File: src/rtl/adcc_pkg.sv
package adcc_pkg;

  typedef enum logic [2:0] {
    ST_IDLE,
    ST_SETUP,
    ST_LATCH,
    ST_START,
    ST_WAIT,
    ST_READ
  } ctrlState_t;

  // strobes from control to datapath
  typedef struct packed {
    logic loadAddr;  // start of a conversion: pick channel, clear error
    logic capture;   // last oe clock: take adcData
    logic timeout;   // end-of-conversion wait expired
  } ctrlStrobe_t;

endpackage

File: src/rtl/adcc_tick.sv
module adcc_tick #(
  parameter int TICK_DIV = 5000
) (
  input  logic clk,
  input  logic rstN,
  output logic tick
);
  localparam int DIV = (TICK_DIV < 2) ? 2 : TICK_DIV;
  localparam int CW  = $clog2(DIV);

  logic [CW-1:0] divCnt;

  always_ff @(posedge clk) begin
    if (!rstN) begin
      divCnt <= '0;
    end else if (divCnt == CW'(DIV - 1)) begin
      divCnt <= '0;
    end else begin
      divCnt <= divCnt + 1'b1;
    end
  end

  assign tick = (divCnt == CW'(DIV - 1));

endmodule

File: src/rtl/adcc_ctrl.sv
module adcc_ctrl
  import adcc_pkg::*;
#(
  parameter int ALE_W       = 2,
  parameter int SOC_W       = 2,
  parameter int OE_W        = 2,
  parameter int EOC_TIMEOUT = 20000
) (
  input  logic        clk,
  input  logic        rstN,
  input  logic        tick,
  input  logic        eocIn,
  output logic        ale,
  output logic        soc,
  output logic        oe,
  output ctrlStrobe_t strobes
);
  localparam int ALE_EFF = (ALE_W < 2) ? 2 : ALE_W;
  localparam int SOC_EFF = (SOC_W < 2) ? 2 : SOC_W;
  localparam int OE_EFF  = (OE_W < 2) ? 2 : OE_W;
  localparam int PMAX    = (ALE_EFF > SOC_EFF) ? ((ALE_EFF > OE_EFF) ? ALE_EFF : OE_EFF)
                                               : ((SOC_EFF > OE_EFF) ? SOC_EFF : OE_EFF);
  localparam int PW      = $clog2(PMAX) + 1;
  localparam int TO_EFF  = (EOC_TIMEOUT < 2) ? 2 : EOC_TIMEOUT;
  localparam int TW      = $clog2(TO_EFF) + 1;

  ctrlState_t    state, stateNxt;
  logic [PW-1:0] phaseCnt;
  logic [TW-1:0] waitCnt;
  logic          phaseDone;

  always_comb begin
    case (state)
      ST_LATCH: phaseDone = (phaseCnt == PW'(ALE_EFF - 1));
      ST_START: phaseDone = (phaseCnt == PW'(SOC_EFF - 1));
      ST_READ:  phaseDone = (phaseCnt == PW'(OE_EFF - 1));
      default:  phaseDone = 1'b0;
    endcase
  end

  always_comb begin
    stateNxt = state;
    strobes  = '0;
    case (state)
      ST_IDLE: begin
        if (tick) begin
          stateNxt         = ST_SETUP;
          strobes.loadAddr = 1'b1;
        end
      end
      ST_SETUP: stateNxt = ST_LATCH;
      ST_LATCH: if (phaseDone) stateNxt = ST_START;
      ST_START: if (phaseDone) stateNxt = ST_WAIT;
      ST_WAIT: begin
        if (eocIn) begin
          stateNxt = ST_READ;
        end else if (waitCnt == TW'(TO_EFF - 1)) begin
          stateNxt        = ST_IDLE;
          strobes.timeout = 1'b1;
        end
      end
      ST_READ: begin
        if (phaseDone) begin
          stateNxt        = ST_IDLE;
          strobes.capture = 1'b1;
        end
      end
      default: stateNxt = ST_IDLE;
    endcase
  end

  always_ff @(posedge clk) begin
    if (!rstN) begin
      state    <= ST_IDLE;
      phaseCnt <= '0;
      waitCnt  <= '0;
    end else begin
      state <= stateNxt;
      if (stateNxt != state) begin
        phaseCnt <= '0;
        waitCnt  <= '0;
      end else begin
        phaseCnt <= phaseCnt + 1'b1;
        if (state == ST_WAIT) waitCnt <= waitCnt + 1'b1;
      end
    end
  end

  assign ale = (state == ST_LATCH);
  assign soc = (state == ST_START);
  assign oe  = (state == ST_READ);

  // read pulse only after end of conversion was seen
  assert_oe_after_eoc_R4: assert property (@(posedge clk) disable iff (!rstN)
    $rose(oe) |-> $past(eocIn));

  // start of conversion directly follows the latch pulse
  assert_soc_follows_ale_R3: assert property (@(posedge clk) disable iff (!rstN)
    $rose(soc) |-> $past(ale));

  // a timeout is only taken while the converter is still busy
  assert_timeout_eoc_low_R7: assert property (@(posedge clk) disable iff (!rstN)
    strobes.timeout |-> !eocIn);

  // no new conversion begins unless idle
  assert_busy_drops_tick_R2: assert property (@(posedge clk) disable iff (!rstN)
    (state != ST_IDLE) |=> (state != ST_SETUP));

endmodule

File: src/rtl/adcc_datapath.sv
module adcc_datapath
  import adcc_pkg::*;
#(
  parameter int DATA_W     = 8,
  parameter int CH_W       = 3,
  parameter int SCAN_CHANS = 4
) (
  input  logic              clk,
  input  logic              rstN,
  input  ctrlStrobe_t       strobes,
  input  logic              ale,
  input  logic              soc,
  input  logic              oe,
  input  logic [CH_W-1:0]   chanSel,
  input  logic              autoScan,
  input  logic [DATA_W-1:0] adcData,
  output logic [CH_W-1:0]   adcAddr,
  output logic [DATA_W-1:0] dataOut,
  output logic              dataValid,
  output logic [CH_W-1:0]   validChan,
  output logic              errFlag
);
  localparam int SCAN_EFF = (SCAN_CHANS < 1) ? 1 :
                            ((SCAN_CHANS > (1 << CH_W)) ? (1 << CH_W) : SCAN_CHANS);

  logic [CH_W-1:0] scanIdx;
  logic            busy;

  assign busy = ale || soc || oe;

  always_ff @(posedge clk) begin
    if (!rstN) begin
      adcAddr   <= '0;
      scanIdx   <= '0;
      dataOut   <= '0;
      dataValid <= 1'b0;
      validChan <= '0;
      errFlag   <= 1'b0;
    end else begin
      dataValid <= 1'b0;
      if (strobes.loadAddr) begin
        adcAddr <= autoScan ? scanIdx : chanSel;
        errFlag <= 1'b0;
      end else if (strobes.timeout) begin
        errFlag <= 1'b1;
      end
      if (strobes.capture) begin
        dataOut   <= adcData;
        dataValid <= 1'b1;
        validChan <= adcAddr;
        if (autoScan) begin
          scanIdx <= (scanIdx == CH_W'(SCAN_EFF - 1)) ? '0 : scanIdx + 1'b1;
        end
      end
    end
  end

  // address held steady through the whole handshake
  assert_addr_stable_R3: assert property (@(posedge clk) disable iff (!rstN)
    (busy && $past(busy)) |-> $stable(adcAddr));

  // valid strobe lasts a single clock
  assert_valid_single_R6: assert property (@(posedge clk) disable iff (!rstN)
    dataValid |=> !dataValid);

  // capture coincides with the falling edge of oe
  assert_valid_at_oe_fall_R5: assert property (@(posedge clk) disable iff (!rstN)
    dataValid |-> ($past(oe) && !oe));

  // an error never comes together with a result
  assert_err_no_valid_R7: assert property (@(posedge clk) disable iff (!rstN)
    $rose(errFlag) |-> !dataValid);

endmodule

File: src/rtl/adc_conv_ctrl.sv
module adc_conv_ctrl
  import adcc_pkg::*;
#(
  parameter int TICK_DIV    = 5000,
  parameter int ALE_W       = 2,
  parameter int SOC_W       = 2,
  parameter int OE_W        = 2,
  parameter int EOC_TIMEOUT = 20000,
  parameter int DATA_W      = 8,
  parameter int CH_W        = 3,
  parameter int SCAN_CHANS  = 4
) (
  input  logic              clk,
  input  logic              rstN,
  input  logic              eocIn,
  input  logic [DATA_W-1:0] adcData,
  input  logic [CH_W-1:0]   chanSel,
  input  logic              autoScan,
  output logic [CH_W-1:0]   adcAddr,
  output logic              ale,
  output logic              soc,
  output logic              oe,
  output logic [DATA_W-1:0] dataOut,
  output logic              dataValid,
  output logic [CH_W-1:0]   validChan,
  output logic              errFlag
);
  logic        tick;
  ctrlStrobe_t strobes;

  adcc_tick #(.TICK_DIV(TICK_DIV)) uTick (
    .clk  (clk),
    .rstN (rstN),
    .tick (tick)
  );

  adcc_ctrl #(
    .ALE_W(ALE_W), .SOC_W(SOC_W), .OE_W(OE_W), .EOC_TIMEOUT(EOC_TIMEOUT)
  ) uCtrl (
    .clk     (clk),
    .rstN    (rstN),
    .tick    (tick),
    .eocIn   (eocIn),
    .ale     (ale),
    .soc     (soc),
    .oe      (oe),
    .strobes (strobes)
  );

  adcc_datapath #(
    .DATA_W(DATA_W), .CH_W(CH_W), .SCAN_CHANS(SCAN_CHANS)
  ) uData (
    .clk       (clk),
    .rstN      (rstN),
    .strobes   (strobes),
    .ale       (ale),
    .soc       (soc),
    .oe        (oe),
    .chanSel   (chanSel),
    .autoScan  (autoScan),
    .adcData   (adcData),
    .adcAddr   (adcAddr),
    .dataOut   (dataOut),
    .dataValid (dataValid),
    .validChan (validChan),
    .errFlag   (errFlag)
  );

endmodule

File: config.mk
export PLATFORM = sky130hd
export DESIGN_NAME = adc_conv_ctrl
export DESIGN_NICKNAME = d
export VERILOG_FILES = /design/src/rtl/adcc_pkg.sv /design/src/rtl/adcc_tick.sv /design/src/rtl/adcc_ctrl.sv /design/src/rtl/adcc_datapath.sv /design/src/rtl/adc_conv_ctrl.sv
export SDC_FILE = /design/constraint.sdc
export NUM_CORES = 1
export LEC_CHECK = 0
export BUFFER_PORTS_ARGS = -buffer_cell sky130_fd_sc_hd__buf_2
export CORE_ASPECT_RATIO = 0.8
export CORE_MARGIN = 2
export CORE_UTILIZATION = 40
export CTS_CLUSTER_SIZE = 10
export DETAILED_ROUTE_END_ITERATION = 10
export PLACE_DENSITY_LB_ADDON = 0.3
export SLEW_MARGIN = 20
export SYNTH_ARGS = -nofsm -noshare
export SYNTH_HDL_FRONTEND = slang
export SYNTH_SLANG_ARGS = --single-unit
File: constraint.sdc
create_clock -name clk -period 2.9 [get_ports clk]
set_clock_uncertainty 0.2 [all_clocks]
set_input_delay 0.145 -clock clk [delete_from_list [all_inputs] [get_ports clk]]
set_output_delay 0.145 -clock clk [all_outputs]
set_load 0.01 [all_outputs]
# Word level (Yosys, flattened, before mapping)

Cells that the tools add are included.
W data, S select, Z words.

Bits in writable memories: 0
Memory bits (read-only): 0
Latch bits: 0
Register bits after elaboration: 53
Output and inout bits: 19
Memories kept: 0

Shift operators: 0
Divide/modulo/power cells: 0
Reduce and logical (&&, ||, !) cells: 6
Equality and inequality tests: 10
$add $sub $neg: 4
Multiplexer cells: 18
Bitwise logic cells: 1
Multiply operators: 0
Magnitude comparators: 0

Operators with widths:

| operator                | number |
|---|---|
| $mux W3                 | 8 |
| $pmux W3 S6             | 1 |
| $add A16 B1 Y16 const B | 1 |
| $eq A16 B15 Y1 const B  | 1 |
| $add A13 B1 Y13 const B | 1 |
| $eq A13 B13 Y1 const B  | 1 |
| $eq A3 B2 Y1 const B    | 3 |
| $mux W1                 | 9 |
| $eq A3 B3 Y1 const B    | 2 |
| $reduce_or A2 Y1        | 3 |
| $add A3 B1 Y3 const B   | 1 |
| $eq A3 B1 Y1 const B    | 1 |
| $logic_not A3 Y1        | 1 |
| $ne A3 B3 Y1            | 1 |
| $reduce_or A3 Y1        | 1 |
| $add A2 B1 Y2 const B   | 1 |
| $eq A2 B1 Y1 const B    | 1 |
| $reduce_and A2 Y1       | 1 |
| $not A1 Y1              | 1 |

# Depth between registers and ports, before layout

Depth in word-level cells: 7
Mapped depth: 8
Depth with buffers taken out: 6

# Hierarchy

From an unflattened synthesis, not the netlist that was laid out.

Cells, all modules: 261
Area total of the unflattened synthesis: 2387.3 um2

Modules (own cells, without submodules):

| module        | cells each | sequential area each (um2) | area an instance (um2) | instances |
|---|---|---|---|---|
| adcc_ctrl     | 128        | 420.4                      | 1063.5                 | 1 |
| adcc_datapath | 69         | 380.4                      | 758.2                  | 1 |
| adcc_tick     | 64         | 260.2                      | 565.5                  | 1 |

# Worst setup path before layout

OpenSTA, ideal clock, no wires.

Path type: flip-flop to flip-flop
From: register uCtrl.state[1]
To: register uCtrl.waitCnt[13]
Cell stages (with the launch flop): 6
Path buffers: 1
Setup slack: 0.697 ns
Arrival time: 1.916 ns
Data required time: 2.613 ns
Library setup time: 0.087 ns
Period minus slack after synthesis: 2.203 ns
Path through: dfxtp_1 -> or3b_4 -> or3_1 -> buf_2 -> or4_1 -> a211oi_1

Cells in the longest elaborated chain, start to end: 7
Elaborated cells between the ends (all ways): 17
Those cells by class: eq/ne (6); mux (8); reduce/logical (3)

Ends and longest elaborated chain:

| element                                             | line                                              | text |
|---|---|---|
| start, declared                                     | adcc_ctrl.sv:27                                   | `ctrlState_t state, stateNxt;` |
| start signal, assigned                              | adcc_ctrl.sv:78                                   | `state <= stateNxt;` |
| $eq A3 B2 Y1 / $eq A3 B3 Y1 (equally long branches) | adcc_ctrl.sv:33, adcc_ctrl.sv:44                  |  |
| $reduce_or A3 Y1 (no line)                          | n/a                                               |  |
| $mux W1                                             | n/a                                               |  |
| $mux W3, on equally long branches                   | adcc_ctrl.sv:63, adcc_ctrl.sv:52, adcc_ctrl.sv:53 |  |
| $pmux W3 S6                                         | adcc_ctrl.sv:44                                   | `case (state)` |
| $ne A3 B3 Y1                                        | adcc_ctrl.sv:79                                   | `if (stateNxt != state) begin` |
| $reduce_or A2 Y1 (no line)                          | n/a                                               |  |
| end signal, assigned                                | adcc_ctrl.sv:84                                   | `if (state == ST_WAIT) waitCnt <= waitCnt + 1'b1;` |
| end, declared                                       | adcc_ctrl.sv:29                                   | `logic [TW-1:0] waitCnt;` |

Several ways; a longest one is shown, not always the timed one.
A chain may end at the register's enable or synchronous reset.

# Worst setup path after layout

From: register uCtrl.state[2]
To: register uCtrl.waitCnt[15]

The elaborated chain is that of the path after synthesis.

==> flow_metrics.env <==
export IMPL_power_leakage_nw=1.07
export IMPL_final_layout_size_suffix_gt1_share_pct=16.0
export IMPL_crit_family="simple AND/OR/NAND/NOR gates"
export IMPL_async_reset_ff_share_pct=0
export IMPL_synth_warnings=0
export IMPL_cp_depth=4
export IMPL_place_congestion=0.776
export IMPL_num_antenna_cells=0
export IMPL_tns_ns=0
export IMPL_worstSetupStartpoint="uCtrl.state[2]$_SDFF_PN0_"
export IMPL_setup_violations=0
export IMPL_core_area_um2=5820
export IMPL_path_cells="or3b_4, or3_1, or4_1, a211oi_1"
export IMPL_drtAntennaViolNets=0
export IMPL_grt_max_degree=22
export IMPL_die_h_um=73.0
export IMPL_max_stage_delay_ns=0.56
export IMPL_drt_iter0_markers=85
export IMPL_ios=34
export IMPL_synth_nets=296
export IMPL_critPathKind="reg -> reg"
export IMPL_slowest_stage="dfxtp_1"
export IMPL_r2r_end="uCtrl.waitCnt[15]$_SDFFE_PP0P_"
export IMPL_cts_resized=0
export IMPL_slew_viol_final=0
export IMPL_tightest_slew_ns=0.536
export IMPL_clkTransAtPathRegs_ns=0.10
export IMPL_yosysUniqueCellTypes=39
export IMPL_crit_path_end_kind="flop"
export IMPL_htree_levels=2
export IMPL_cap_viol_max_count=0
export IMPL_finish_utilization_pct=49.3
export IMPL_drtPass1Iterations=4
export IMPL_r2r_cells=4
export IMPL_wl_per_cell_um=12.1
export IMPL_fin_crit_ns=2.59
export IMPL_timing_rr_start="uCtrl.state[2]$_SDFF_PN0_"
export IMPL_syn_cell_area_um2=2380
export IMPL_path_buf_inv=0
export IMPL_area_delta_synth_final_pct=20.7
export IMPL_cts_buffer_depth=2
export IMPL_crit_path_max_fanout=14
export IMPL_cts_root_buf="clkbuf_8"
export IMPL_postCtsSetupBuffers=0
export IMPL_max_slew_margin_pct=63.8
export IMPL_numClockSinks=53
export IMPL_grt_pass1_vias=1789
export IMPL_cts_buffers=5
export IMPL_crit_arrival_ns=2.60
export IMPL_io_buffers=33
export IMPL_min_period_over_period_pct=89.2
export IMPL_hold_viol=0
export IMPL_nNetsFinal=337
export IMPL_die_area_um2=6580
export IMPL_rsz0062_at_grt="false"
export IMPL_via_per_inst=5.09
export IMPL_num_rows=25
export IMPL_grt_use_total_pct=15.3
export IMPL_vdd_drop_max_mv=0.286
export IMPL_via_count=2037
export IMPL_start_util_pct=40.9
export IMPL_syn_avg_cell_area_um2=8.58
export IMPL_synth_edff_count=0
export IMPL_min_path_type="in -> reg"
export IMPL_grt_pass1_wl_mm=8.23
export IMPL_wl_mm=4.84
export IMPL_reg2reg_setup_slack_ns=0.31
export IMPL_overflow=0
export IMPL_synth_seq_area_share_pct=44.6
export IMPL_synthFlopType="dfxtp_1"
export IMPL_crit_required_ns=2.91
export IMPL_powerDensity_nw_per_um2=525
export IMPL_worstSkewPairLatency_ns=0.30
export IMPL_die_w_um=90.2
export IMPL_start_kind="flop"
export IMPL_syn_inst=277
export IMPL_timing_fmax_mhz=386
export IMPL_place_hpwl_mm=3.26
export IMPL_crit_end="uCtrl.waitCnt[15]$_SDFFE_PP0P_"
export IMPL_drc_errors=0
export IMPL_cts_tree="built"
export IMPL_antenna_found_initial=0
export IMPL_status="completed"
export IMPL_ys_ff_latch=53
worst min-delay path, cell delays in order:
cell	delay, ns
buf_2	0.08
mux2_2	0.13
mux2i_1	0.06
nor2_1	0.07
what timing repair did:
item	CTS	global route
endpoints found under the hold margin	12	0
hold buffers	11	0
setup endpoints to repair	0	0
Yosys cell counts, types with 5 or more instances:
cell       n  area [um^2]
nand2_1   38          143
xor2_1    10         87.6
nor2_1    24         90.1
nor3_1    19         95.1
nand3_1   10         50.1
a21oi_1   13         65.1
xnor2_1   13          114
dfxtp_1   53         1060
nor4_1     6         37.5
o21ai_0    5         25.0
nand4_1   12         75.1
mux2i_1    5         50.1
and3_1     5         31.3
clkbuf_1  13         48.8
layout by cell type (no fill, tap or decap), types with 3 or more instances in the layout:
cell           synthesis  layout
a211oi_1               4       4
a21oi_1               13      13
a31oi_1                3       3
and3_1                 5       5
and4_1                 4       4
buf_2                  2      33
buf_4                  0       5
clkbuf_8               0       5
dfxtp_1               53      53
dlygate4sd3_1          0      11
ha_1                   4       4
inv_1                  4       4
mux2_2                 3       3
mux2i_1                5       5
nand2_1               38      38
nand3_1               10      10
nand4_1               12      12
nor2_1                24      24
nor2b_1                3       3
nor3_1                19      19
nor4_1                 6       6
o21ai_0                5       5
o31ai_1                3       3
or4_1                  3       3
xnor2_1               13      13
xor2_1                10      10
per-layer routing:
layer	GRT usage [%]	part of all wire [%]
met3	3.31	3.4
met5	0	0
met4	4.62	0.50
met1	22.2	54
met2	23.1	42
layout make-up:
type                    count  area, um^2
flip-flops and latches     53        1060
multi-input cells         205        1240
clock inverters             3        68.8
fillers                   574        2950
well taps                  81         101
repair buffers             49         313
clock buffers               5        68.8
inverters                   4        15.0
worst min-delay path by stage:
stage          depth (start not counted)  slack, ns  startpoint                            end
3_3_place_gp                           3       0.19  adcData[6]  uData.dataOut[6]$_SDFFE_PN0P_
5_1_grt                                4       0.02  chanSel[2]  uData.adcAddr[2]$_SDFFE_PN0P_
6_report                               4      0.008  chanSel[1]  uData.adcAddr[1]$_SDFFE_PN0P_
3_5_place_dp                           3       0.19  adcData[7]  uData.dataOut[7]$_SDFFE_PN0P_
2_1_floorplan                          2       0.07        rstN  uData.scanIdx[2]$_SDFFE_PN0P_
4_1_cts                                4     0.0002  chanSel[1]  uData.adcAddr[1]$_SDFFE_PN0P_
registers in the layout (all words and copies together) (netlist names):
register         count
uData.dataOut        8
uTick.divCnt        13
uData.validChan      3
uCtrl.state          3
uData.errFlag        1
uData.dataValid      1
uData.adcAddr        3
uCtrl.waitCnt       16
uCtrl.phaseCnt       2
uData.scanIdx        3
stage by stage:
stage	cell area, um^2	hold WS, ns	power [W]	cells	setup slack (ns)
2_1_floorplan	2380	0.0680	0.000878	277	0.697
3_3_place_gp	2620	0.186	0.000919	381	0.467
3_5_place_dp	2620	0.192	0.000922	381	0.370
4_1_cts	2870	0.000209	0.00153	400	0.320
5_1_grt	2870	0.0214	0.00158	400	0.191
6_report	2870	0.00835	0.00151	400	0.313
power breakdown:
part	switching (W)	internal [W]	total, W	leakage, nW
combinational	0.0000785	0.0000679	0.000146	0.571
sequential	0.0000227	0.000747	0.000769	0.428
clock	0.000243	0.000347	0.000590	0.0687
cells by family (layout without fill, tap and decap cells):
group           Yosys count  after routing  synth area share [%]
compound gates           33             33                  8.47
xor+xnor                 23             23                  8.47
fa+ha+maj                 4              4                  2.11
buf+inv                  19             61                  3.11
flops                    53             53                  44.6
mux                       8              8                  3.53
simple gates            137            137                  29.7
Note: power is estimated with default switching activity, not from simulation.
